### config.mk
export PLATFORM = sky130hd
export DESIGN_NAME = vft_frame_timer
export DESIGN_NICKNAME = d
export VERILOG_FILES = /design/src/rtl/vft_pkg.sv /design/src/rtl/vft_hseq.sv /design/src/rtl/vft_vseq.sv /design/src/rtl/vft_status.sv /design/src/rtl/vft_frame_timer.sv
export SDC_FILE = /design/constraint.sdc
export NUM_CORES = 1
export LEC_CHECK = 0
export BUFFER_PORTS_ARGS = -buffer_cell sky130_fd_sc_hd__buf_2
export CAP_MARGIN = 20
export CORE_MARGIN = 2
export CORE_UTILIZATION = 54
export DETAILED_ROUTE_END_ITERATION = 10
export PLACE_DENSITY_LB_ADDON = 0.2
export SETUP_SLACK_MARGIN = 0.4
export SLEW_MARGIN = 20
export SYNTH_ARGS = -nofsm -noshare
export SYNTH_HDL_FRONTEND = slang
export SYNTH_SLANG_ARGS = --single-unit
### constraint.sdc
create_clock -name clk -period 2.2 [get_ports clk]
set_clock_uncertainty 0.1 [all_clocks]
set_input_delay 0.44 -clock clk [delete_from_list [all_inputs] [get_ports clk]]
set_output_delay 0.44 -clock clk [all_outputs]
set_load 0.01 [all_outputs]
### src/rtl/vft_pkg.sv
package vft_pkg;

    // Segment of a line or of a frame, in scan order.
    typedef enum logic [1:0] {
        SEG_ACTIVE = 2'd0,
        SEG_FRONT  = 2'd1,
        SEG_SYNC   = 2'd2,
        SEG_BACK   = 2'd3
    } seg_e;

    // Frame flag state.
    typedef enum logic {
        FLAG_CLEAR  = 1'b0,
        FLAG_RAISED = 1'b1
    } flag_e;

    localparam int STATUS_W = 8;

endpackage

### src/rtl/vft_hseq.sv
module vft_hseq
    import vft_pkg::*;
#(
    parameter int H_TOTAL      = 342,
    parameter int H_ACTIVE     = 256,
    parameter int H_SYNC_START = 282,
    parameter int H_SYNC_LEN   = 26,
    localparam int HW          = $clog2(H_TOTAL)
) (
    input  logic          clk,
    input  logic          rst_n,
    output logic [HW-1:0] h_cnt,
    output logic          h_vis,
    output logic          h_sync,
    output logic          line_last
);

    localparam logic [HW-1:0] LAST_VIS   = HW'(H_ACTIVE - 1);
    localparam logic [HW-1:0] LAST_FRONT = HW'(H_SYNC_START - 1);
    localparam logic [HW-1:0] LAST_SYNC  = HW'(H_SYNC_START + H_SYNC_LEN - 1);
    localparam logic [HW-1:0] LAST_PIX   = HW'(H_TOTAL - 1);

    seg_e          seg_q, seg_d;
    logic [HW-1:0] cnt_q;
    logic          at_end;

    assign at_end = (cnt_q == LAST_PIX);

    // State and position register
    always_ff @(posedge clk or negedge rst_n) begin
        if (!rst_n) begin
            seg_q <= SEG_ACTIVE;
            cnt_q <= '0;
        end else begin
            seg_q <= seg_d;
            cnt_q <= at_end ? '0 : cnt_q + HW'(1);
        end
    end

    // Next segment
    always_comb begin
        seg_d = seg_q;
        unique case (seg_q)
            SEG_ACTIVE: if (cnt_q == LAST_VIS)   seg_d = SEG_FRONT;
            SEG_FRONT:  if (cnt_q == LAST_FRONT) seg_d = SEG_SYNC;
            SEG_SYNC:   if (cnt_q == LAST_SYNC)  seg_d = SEG_BACK;
            SEG_BACK:   if (at_end)              seg_d = SEG_ACTIVE;
            default:                             seg_d = SEG_ACTIVE;
        endcase
    end

    // Outputs
    always_comb begin
        h_cnt     = cnt_q;
        h_vis     = (seg_q == SEG_ACTIVE);
        h_sync    = (seg_q == SEG_SYNC);
        line_last = at_end;
    end

endmodule

### src/rtl/vft_vseq.sv
module vft_vseq
    import vft_pkg::*;
#(
    parameter int V_ACTIVE        = 192,
    parameter int V_TOTAL_60      = 262,
    parameter int V_TOTAL_50      = 313,
    parameter int V_SYNC_START_60 = 216,
    parameter int V_SYNC_START_50 = 240,
    parameter int V_SYNC_LEN      = 3,
    localparam int VW             = $clog2(V_TOTAL_50)
) (
    input  logic          clk,
    input  logic          rst_n,
    input  logic          line_adv,
    input  logic          mode_in,
    output logic [VW-1:0] v_cnt,
    output logic          v_vis,
    output logic          v_sync,
    output logic          frame_edge
);

    localparam logic [VW-1:0] LAST_VIS  = VW'(V_ACTIVE - 1);
    localparam logic [VW-1:0] END_60    = VW'(V_TOTAL_60 - 1);
    localparam logic [VW-1:0] END_50    = VW'(V_TOTAL_50 - 1);
    localparam logic [VW-1:0] SFRONT_60 = VW'(V_SYNC_START_60 - 1);
    localparam logic [VW-1:0] SFRONT_50 = VW'(V_SYNC_START_50 - 1);
    localparam logic [VW-1:0] SLAST_60  = VW'(V_SYNC_START_60 + V_SYNC_LEN - 1);
    localparam logic [VW-1:0] SLAST_50  = VW'(V_SYNC_START_50 + V_SYNC_LEN - 1);

    seg_e          seg_q, seg_d;
    logic [VW-1:0] cnt_q;
    logic          mode_q;
    logic [VW-1:0] last_line, last_front, last_sync;
    logic          wrap;

    // Frame geometry follows the region sampled at the last frame boundary
    always_comb begin
        last_line  = mode_q ? END_50    : END_60;
        last_front = mode_q ? SFRONT_50 : SFRONT_60;
        last_sync  = mode_q ? SLAST_50  : SLAST_60;
        wrap       = line_adv && (cnt_q == last_line);
    end

    // State, line and region register
    always_ff @(posedge clk or negedge rst_n) begin
        if (!rst_n) begin
            seg_q  <= SEG_ACTIVE;
            cnt_q  <= '0;
            mode_q <= 1'b0;
        end else begin
            seg_q <= seg_d;
            if (line_adv) begin
                cnt_q <= wrap ? '0 : cnt_q + VW'(1);
            end
            if (wrap) begin
                mode_q <= mode_in;
            end
        end
    end

    // Next segment, evaluated only on a line boundary
    always_comb begin
        seg_d = seg_q;
        if (line_adv) begin
            unique case (seg_q)
                SEG_ACTIVE: if (cnt_q == LAST_VIS)   seg_d = SEG_FRONT;
                SEG_FRONT:  if (cnt_q == last_front) seg_d = SEG_SYNC;
                SEG_SYNC:   if (cnt_q == last_sync)  seg_d = SEG_BACK;
                SEG_BACK:   if (cnt_q == last_line)  seg_d = SEG_ACTIVE;
                default:                             seg_d = SEG_ACTIVE;
            endcase
        end
    end

    // Outputs
    always_comb begin
        v_cnt      = cnt_q;
        v_vis      = (seg_q == SEG_ACTIVE);
        v_sync     = (seg_q == SEG_SYNC);
        frame_edge = line_adv && (seg_q == SEG_ACTIVE) && (cnt_q == LAST_VIS);
    end

endmodule

### src/rtl/vft_status.sv
module vft_status
    import vft_pkg::*;
(
    input  logic                clk,
    input  logic                rst_n,
    input  logic                set_evt,
    input  logic                rd,
    input  logic                irq_en,
    output logic [STATUS_W-1:0] status,
    output logic                irq
);

    flag_e st_q, st_d;

    // State register
    always_ff @(posedge clk or negedge rst_n) begin
        if (!rst_n) begin
            st_q <= FLAG_CLEAR;
        end else begin
            st_q <= st_d;
        end
    end

    // Transitions: a frame event outranks a read in the same cycle
    always_comb begin
        st_d = st_q;
        unique case (st_q)
            FLAG_CLEAR:  if (set_evt)        st_d = FLAG_RAISED;
            FLAG_RAISED: if (rd && !set_evt) st_d = FLAG_CLEAR;
            default:                         st_d = FLAG_CLEAR;
        endcase
    end

    // Outputs
    always_comb begin
        status    = '0;
        status[7] = (st_q == FLAG_RAISED);
        irq       = (st_q == FLAG_RAISED) && irq_en;
    end

endmodule

### src/rtl/vft_frame_timer.sv
module vft_frame_timer
    import vft_pkg::*;
#(
    parameter int H_TOTAL         = 342,
    parameter int H_ACTIVE        = 256,
    parameter int H_SYNC_START    = 282,
    parameter int H_SYNC_LEN      = 26,
    parameter int V_ACTIVE        = 192,
    parameter int V_TOTAL_60      = 262,
    parameter int V_TOTAL_50      = 313,
    parameter int V_SYNC_START_60 = 216,
    parameter int V_SYNC_START_50 = 240,
    parameter int V_SYNC_LEN      = 3,
    localparam int HW             = $clog2(H_TOTAL),
    localparam int VW             = $clog2(V_TOTAL_50)
) (
    input  logic                clk,
    input  logic                rst_n,
    input  logic                region_50,
    input  logic                rd_status,
    input  logic                irq_en,
    output logic [HW-1:0]       h_count,
    output logic [VW-1:0]       v_count,
    output logic                active,
    output logic                hsync,
    output logic                vsync,
    output logic [STATUS_W-1:0] status,
    output logic                irq
);

    logic h_vis, v_vis, line_last, frame_edge;

    vft_hseq #(
        .H_TOTAL     (H_TOTAL),
        .H_ACTIVE    (H_ACTIVE),
        .H_SYNC_START(H_SYNC_START),
        .H_SYNC_LEN  (H_SYNC_LEN)
    ) u_hseq (
        .clk      (clk),
        .rst_n    (rst_n),
        .h_cnt    (h_count),
        .h_vis    (h_vis),
        .h_sync   (hsync),
        .line_last(line_last)
    );

    vft_vseq #(
        .V_ACTIVE       (V_ACTIVE),
        .V_TOTAL_60     (V_TOTAL_60),
        .V_TOTAL_50     (V_TOTAL_50),
        .V_SYNC_START_60(V_SYNC_START_60),
        .V_SYNC_START_50(V_SYNC_START_50),
        .V_SYNC_LEN     (V_SYNC_LEN)
    ) u_vseq (
        .clk       (clk),
        .rst_n     (rst_n),
        .line_adv  (line_last),
        .mode_in   (region_50),
        .v_cnt     (v_count),
        .v_vis     (v_vis),
        .v_sync    (vsync),
        .frame_edge(frame_edge)
    );

    vft_status u_status (
        .clk    (clk),
        .rst_n  (rst_n),
        .set_evt(frame_edge),
        .rd     (rd_status),
        .irq_en (irq_en),
        .status (status),
        .irq    (irq)
    );

    assign active = h_vis && v_vis;

endmodule

======== Yosys cells after proc, flatten, opt, wreduce, memory -nomap -nowiden ========
Cells that the tools add are included.
word-level totals
  register bits ........................... 24
  bits of input ports ..................... 5
  word-level logic and storage cells ...... 60
  output and inout port bits .............. 30
cells by class
  add/subtract/negate cells ............... 2
  equality and inequality tests ........... 22
  mux-type cells .......................... 18
  bitwise logic cells ..................... 1
  reductions and logical operators ........ 11
operators by type and width
  cell                                                                     count
  9-bit equality test                                                      3
  9-bit equality test, second input constant                               3
  9-bit by 1-bit adder with 9-bit output, second input constant            2
  9-bit by 8-bit equality test with 1-bit output, second input constant    2
  6-bit 2-to-1 mux                                                         3
  9-bit 2-to-1 mux                                                         2
  2-bit 2-to-1 mux                                                         8
  2-bit by 1-bit inequality test with 1-bit output, second input constant  8
  2-bit one-hot mux with 4 select lines                                    2
  2-bit equality test, second input constant                               4
  1-bit logical AND                                                        6
  5-bit AND reduction                                                      1
  2-bit by 1-bit equality test with 1-bit output, second input constant    2
  2-bit logical NOT                                                        2
  4-bit AND reduction                                                      1
  1-bit 2-to-1 mux                                                         2
  1-bit one-hot mux with 2 select lines                                    1
  1-bit logical NOT                                                        1
  1-bit inverter                                                           1

======== Depth between registers and ports, before layout ========
  word-level depth ........................ 7
  gate-level depth with buffers ........... 8
  depth with buffers taken out ............ 8

======== Cells and area by module ========
Synthesis repeated with hierarchy kept, for this count alone.
unflattened totals
  cell total of the unflattened synthesis .. 160
  area, all modules ....................... 1592.8 um2
modules (own cells, without submodules)
  module           cells each  sequential area each (um2)  instances  area each (um2)
  vft_vseq         85          300.3                       1          830.8
  vft_hseq         61          275.3                       1          649.4
  vft_status       13          25.0                        1          106.4
  vft_frame_timer  1           0.0                         1          6.3

======== Worst setup path after synthesis ========
Ideal clock, no wire load.
  path type ............................... register to register
  from .................................... register u_hseq.cnt_q[0], in the netlist u_hseq.h_cnt[0]
  to ...................................... register u_hseq.seg_q[1]
  arrival ................................. 1.801 ns
  clock period less this slack ............ 2.026 ns
  setup time .............................. 0.125 ns
  path slack .............................. 0.174 ns
  stages on the path, launching flop included .. 9
  data required time ...................... 1.975 ns
  cell sequence ........................... dfrtp_1 -> ha_1 -> and3_1 -> and3_1 -> ha_1 -> nor2b_1 -> a21oi_1 -> nand3_1 -> mux2_2
on the way
  longest elaborated chain between the ends .. 3
  elaborated cells on any way between the ends .. 9
  those cells by class .................... eq/ne: 8; reduce/logical: 1
RTL lines
  item                                                        RTL line        text
  start, declared                                             vft_hseq.sv:24  logic [HW-1:0] cnt_q;
  start signal, assigned                                      vft_hseq.sv:36  cnt_q <= at_end ? '0 : cnt_q + HW'(1);
  9-bit equality test (tied with other cells)                 vft_hseq.sv:27  assign at_end = (cnt_q == LAST_PIX);
  2-bit by 1-bit inequality test with 1-bit output (no line)  n/a
  4-bit AND reduction (no line) (*)                           n/a
  end signal, assigned                                        vft_hseq.sv:35  seg_q <= seg_d;
  end, declared                                               vft_hseq.sv:23  seg_e seg_q, seg_d;
Every way passes the cells marked *; elsewhere a longest branch is shown, timed or not.
A chain may end at the register's enable or synchronous reset.

======== Final worst setup path ========
  from .................................... register u_hseq.cnt_q[1], in the netlist u_hseq.h_cnt[1]
  to ...................................... register u_hseq.seg_q[1]
Same word-level chain as after synthesis.

==> results.md <==
- The launching element type of the critical path is a flip-flop.
- The number of global-route vias before repair is between 1000 and 1500.
- The flow ran to the end, and the final reports show no timing, DRC or antenna violations.
- For this run, design rule violations remaining after detail routing come to 0.
- The worst min-delay path class is in -> reg.
- The initial antenna violation count is 0.
- Clock-pin slew was measured on the worst setup and hold paths at between 0.1 and 0.15 ns.
- In this run, the number of DRC markers left after iteration 0 of detailed routing was 74.
- The count of endpoints failing hold in the final timing report came to 0.
- The fraction of final layout cells with drive strength greater than 1 is between 50 and 60%.
- The cell sitting at the root of the clock tree is a sky130_fd_sc_hd__clkbuf_4.
- The maximum clock insertion buffer count is 2.
- The max-slew violation count came to 0.
- Summing the areas of all compound-gate instances in the mapped netlist gives about a tenth of the synthesized area.
- The total of max-cap violations is 0.
- The floorplan step set the die height to around 58 um.
- Along the worst path, the maximum fanout reaches 3.
- The simple-gate area share of the yosys netlist is a little over a fifth.
- The cell area power density is ~340 nW/um^2.
- The layout has 149 filler cells.
- After layout, the worst setup slack is around 0.16 ns.
- The TritonCTS buffer count is 3.
- In the synthesized netlist the dominant register cell turns out to be sky130_fd_sc_hd__dfrtp_1.
- The area of the mapped netlist is roughly 1600 um^2.
- The total non-filler cell area in the finished layout is roughly 2300 um^2.
- The largest family of logic cells by synthesized area is simple AND/OR/NAND/NOR gates.
- Entering global routing, the biggest net connects 25 pins.
- The setup TNS after final layout is 0 ns.
- Summing the areas of all xor and xnor instances in the mapped netlist gives 5.477% of the synthesized area.
- The average instance area after synthesis is 9.691 um^2.
- In this run the horizontal extent of the chip is 58.42 um.
- The repair_antennas step left the layout with diodes totalling 0.
- CTS built an H-tree with a depth of 1.
- In this run the tool buffered the top-level ports with 27 buffer cells.
- The worst setup path is captured at a flip-flop.
- Once detail routing completed, the nets flagged for antenna violations numbered 0.
- Counting every instance in the synthesized netlist gives around 170.
- The die covers approximately 3400 um^2.
- The routability congestion estimate from global placement is roughly 0.84.
- The mux contribution to synthesized area is 4.225%.
- The final critical path takes up approximately 93% of the cycle.
- The wire-length estimate of the detail-placed layout is ~2400 um.
- After detailed placement, the total cell area comes to roughly 1800 um^2.
- For this design the top-level I/O count stands at 35.
- For this run, the number of Yosys warnings is 0.
- The overall fraction of global-route tracks in use is 25.13%.
- The worst pin sits at a relative slew slack of 63.99%.
- The worst-case vdd ir drop is roughly 0.46 mV.
- At the worst endpoint, the arrival time is roughly 2.2 ns.
- Based on the critical path, the design can be clocked at up to between 0.4 and 0.5 GHz.
- After Yosys synthesis, full adders, half adders and majority gates account for roughly 11% of the synthesized area.
- The number of optimization iterations in the first detailed-route pass is 4.
- The detail-routed via count per cell is roughly 5.6.
- Once the floorplan was initialized, standard cells occupied about 57% of the core.
- The CTS tree is built.
- The time the final worst path needs with I/O delays and setup is roughly 2.0 ns.
- The total congestion overflow after global routing is 0.
- For this block, the routed nets add up to approximately 4600 um of wire.
- In this run the core area contains 19 standard-cell rows.
- The clock drives 24 sinks.
- The number of distinct standard cells referenced by the synthesized netlist is between 40 and 50.
- The layout-stage area growth over the synthesis result is 44.21%.
- At the later pin of the worst-skew pair, clock insertion delay measures 0.33 ns.
- The core area is roughly 2800 um^2.
- The classification of the worst setup path is reg -> reg.
- The number of endpoints failing setup at the final stage is 0.
- The total via count after detailed routing is around 1500.
- The first-pass GRT wire length is roughly 6600 um.
- After synthesis, the share of flip-flops with an asynchronous set or reset is 100.0%.
- In the final design database the tool counted approximately 250 nets.
- STA puts the critical path data required time at 2.33 ns.
- OpenSTA, run right after detailed placement, puts the worst setup slack at 0.2012 ns.
- Synthesis inferred 24 register bits.
- In the final routed layout, each cell accounts on average for about 18 um.
- Setup repair after global routing could not meet its margin everywhere.
- The number of enable flip-flop cells after synthesis is 0.
- Summed over all cells, the static leakage comes to 0.001089 uW.
- The sequential-to-total area share from yosys stat is a little under two fifths.
- The transition time of the tightest slew-check pin is between 0.5 and 0.6 ns.
[final timing paths]
check	from	to	slack (ns)	cells past startpoint
setup / recovery	u_hseq.h_cnt[1]	u_hseq.seg_q[1]	0.16	7
min in group asynchronous	rst_n	u_vseq.v_cnt[8]	0.51	2
setup reg to reg	u_hseq.h_cnt[1]	u_hseq.seg_q[1]	0.16	7
hold / removal	rd_status	u_status.st_q	0.19	2
hold reg to reg	u_hseq.h_cnt[7]	u_hseq.h_cnt[7]	0.47	2
max in group asynchronous	rst_n	u_hseq.h_cnt[3]	1.11	2
[cell usage after synthesis, drive strengths merged (2+ instances only)]
cell type	count	area [um^2]
nand3	11	55.05
nor3	2	10.01
and3	5	31.28
nor4	2	33.78
nand2b	4	25.02
nand3b	3	22.52
and2	2	12.51
a21oi	8	40.04
or3	2	12.51
a22o	2	18.77
o41ai	3	33.79
inv	10	37.54
buf	14	96.34
mux2	3	37.53
nand2	10	40.04
clkbuf	2	8.750
o31ai	2	15.01
xnor2	7	61.31
dfrtp	24	600.6
ha	14	175.2
nor2	12	45.04
o21ai	4	20.02
mux2i	3	30.03
xor2	3	26.28
[per-layer routing]
layer / part of all wire (%) / routed length, um / up-vias / global-route usage (%)
met5: 0 / 0 / - / 0
met3: 5.3 / 243 / 8 / 3.736
met1: 44 / 2010 / 709 / 34.37
met4: 1.0 / 48 / 0 / 7.641
li1: - / - / 677 / -
met2: 50 / 2298 / 57 / 41.25
[timing repair]
item | 4_1_cts | 5_1_grt
hold buffers | 1 | 0
cloned | 0 | 0
endpoints found under the hold margin | 14 | 0
gates resized for setup | 26 | 24
pin swaps | 7 | 10
buffers inserted | 26 | 9
endpoints found under the setup margin | 12 | 17
[placed cells by master (no fill, tap or decap), drive strengths merged, types with 4 or more instances in the layout]
| cell type | Yosys | final |
|---|---|---|
| ha | 14 | 14 |
| nand3 | 11 | 11 |
| and3 | 5 | 5 |
| inv | 10 | 10 |
| xnor2 | 7 | 7 |
| dfrtp | 24 | 24 |
| nor2 | 12 | 12 |
| a21oi | 8 | 8 |
| o21ai | 4 | 4 |
| conb | 1 | 7 |
| nand2 | 10 | 10 |
| nand2b | 4 | 4 |
| buf | 14 | 66 |
[registers in the layout (all words and copies together) (netlist names)]
name,flops
u_vseq.mode_q,1
u_hseq.seg_q,2
u_vseq.v_cnt,9
u_vseq.seg_q,2
u_status.st_q,1
u_hseq.h_cnt,9
[worst max-delay path, stage by stage (launching register included)]
cell and delay [ns]:
sky130_fd_sc_hd__dfrtp_1 0.46, sky130_fd_sc_hd__inv_1 0.08, sky130_fd_sc_hd__ha_2 0.15, sky130_fd_sc_hd__nand2b_1 0.10, sky130_fd_sc_hd__or3_4 0.44, sky130_fd_sc_hd__a21oi_2 0.16
sky130_fd_sc_hd__nand3_2 0.13, sky130_fd_sc_hd__mux2_4 0.33
[logic make-up after synthesis]
logic type / count (synthesis)
compound gates: 24
xor+xnor: 10
fa+ha+maj: 14
buf+inv: 26
flops: 24
mux: 6
other cells: 1
simple gates: 60
[per-stage QoR]
step | hold WS [ns] | power, uW | utilization [%] | cells
2_1_floorplan | 0.04441 | 464.1 | - | 171
3_3_place_gp | 0.3543 | 466.7 | 64.19 | 217
3_5_place_dp | 0.3578 | 466.9 | 64.19 | 217
4_1_cts | 0.1768 | 791.1 | 76.79 | 248
5_1_grt | 0.1888 | 808.0 | 82.91 | 257
6_report | 0.1891 | 791.0 | 82.91 | 257
[power by group]
part / leakage (uW) / switching (uW) / internal (uW)
Clock: 0.0000279 / 147 / 184
Combinational: 0.000756 / 14.6 / 3.66
Sequential: 0.000306 / 0.0000000000000496 / 441
[final cells by class]
type | count | area, um^2 | share of cell area (%)
tap | 31 | 38.79 | 1.682
multi-input combinational | 121 | 1095 | 47.48
clock inverter | 1 | 30.03 | 1.302
timing repair buffer | 67 | 470.5 | 20.40
inverter | 10 | 37.54 | 1.628
clock buffer | 3 | 22.52 | 0.9767
sequential | 24 | 611.8 | 26.53
(Power assumes the default switching activity.)
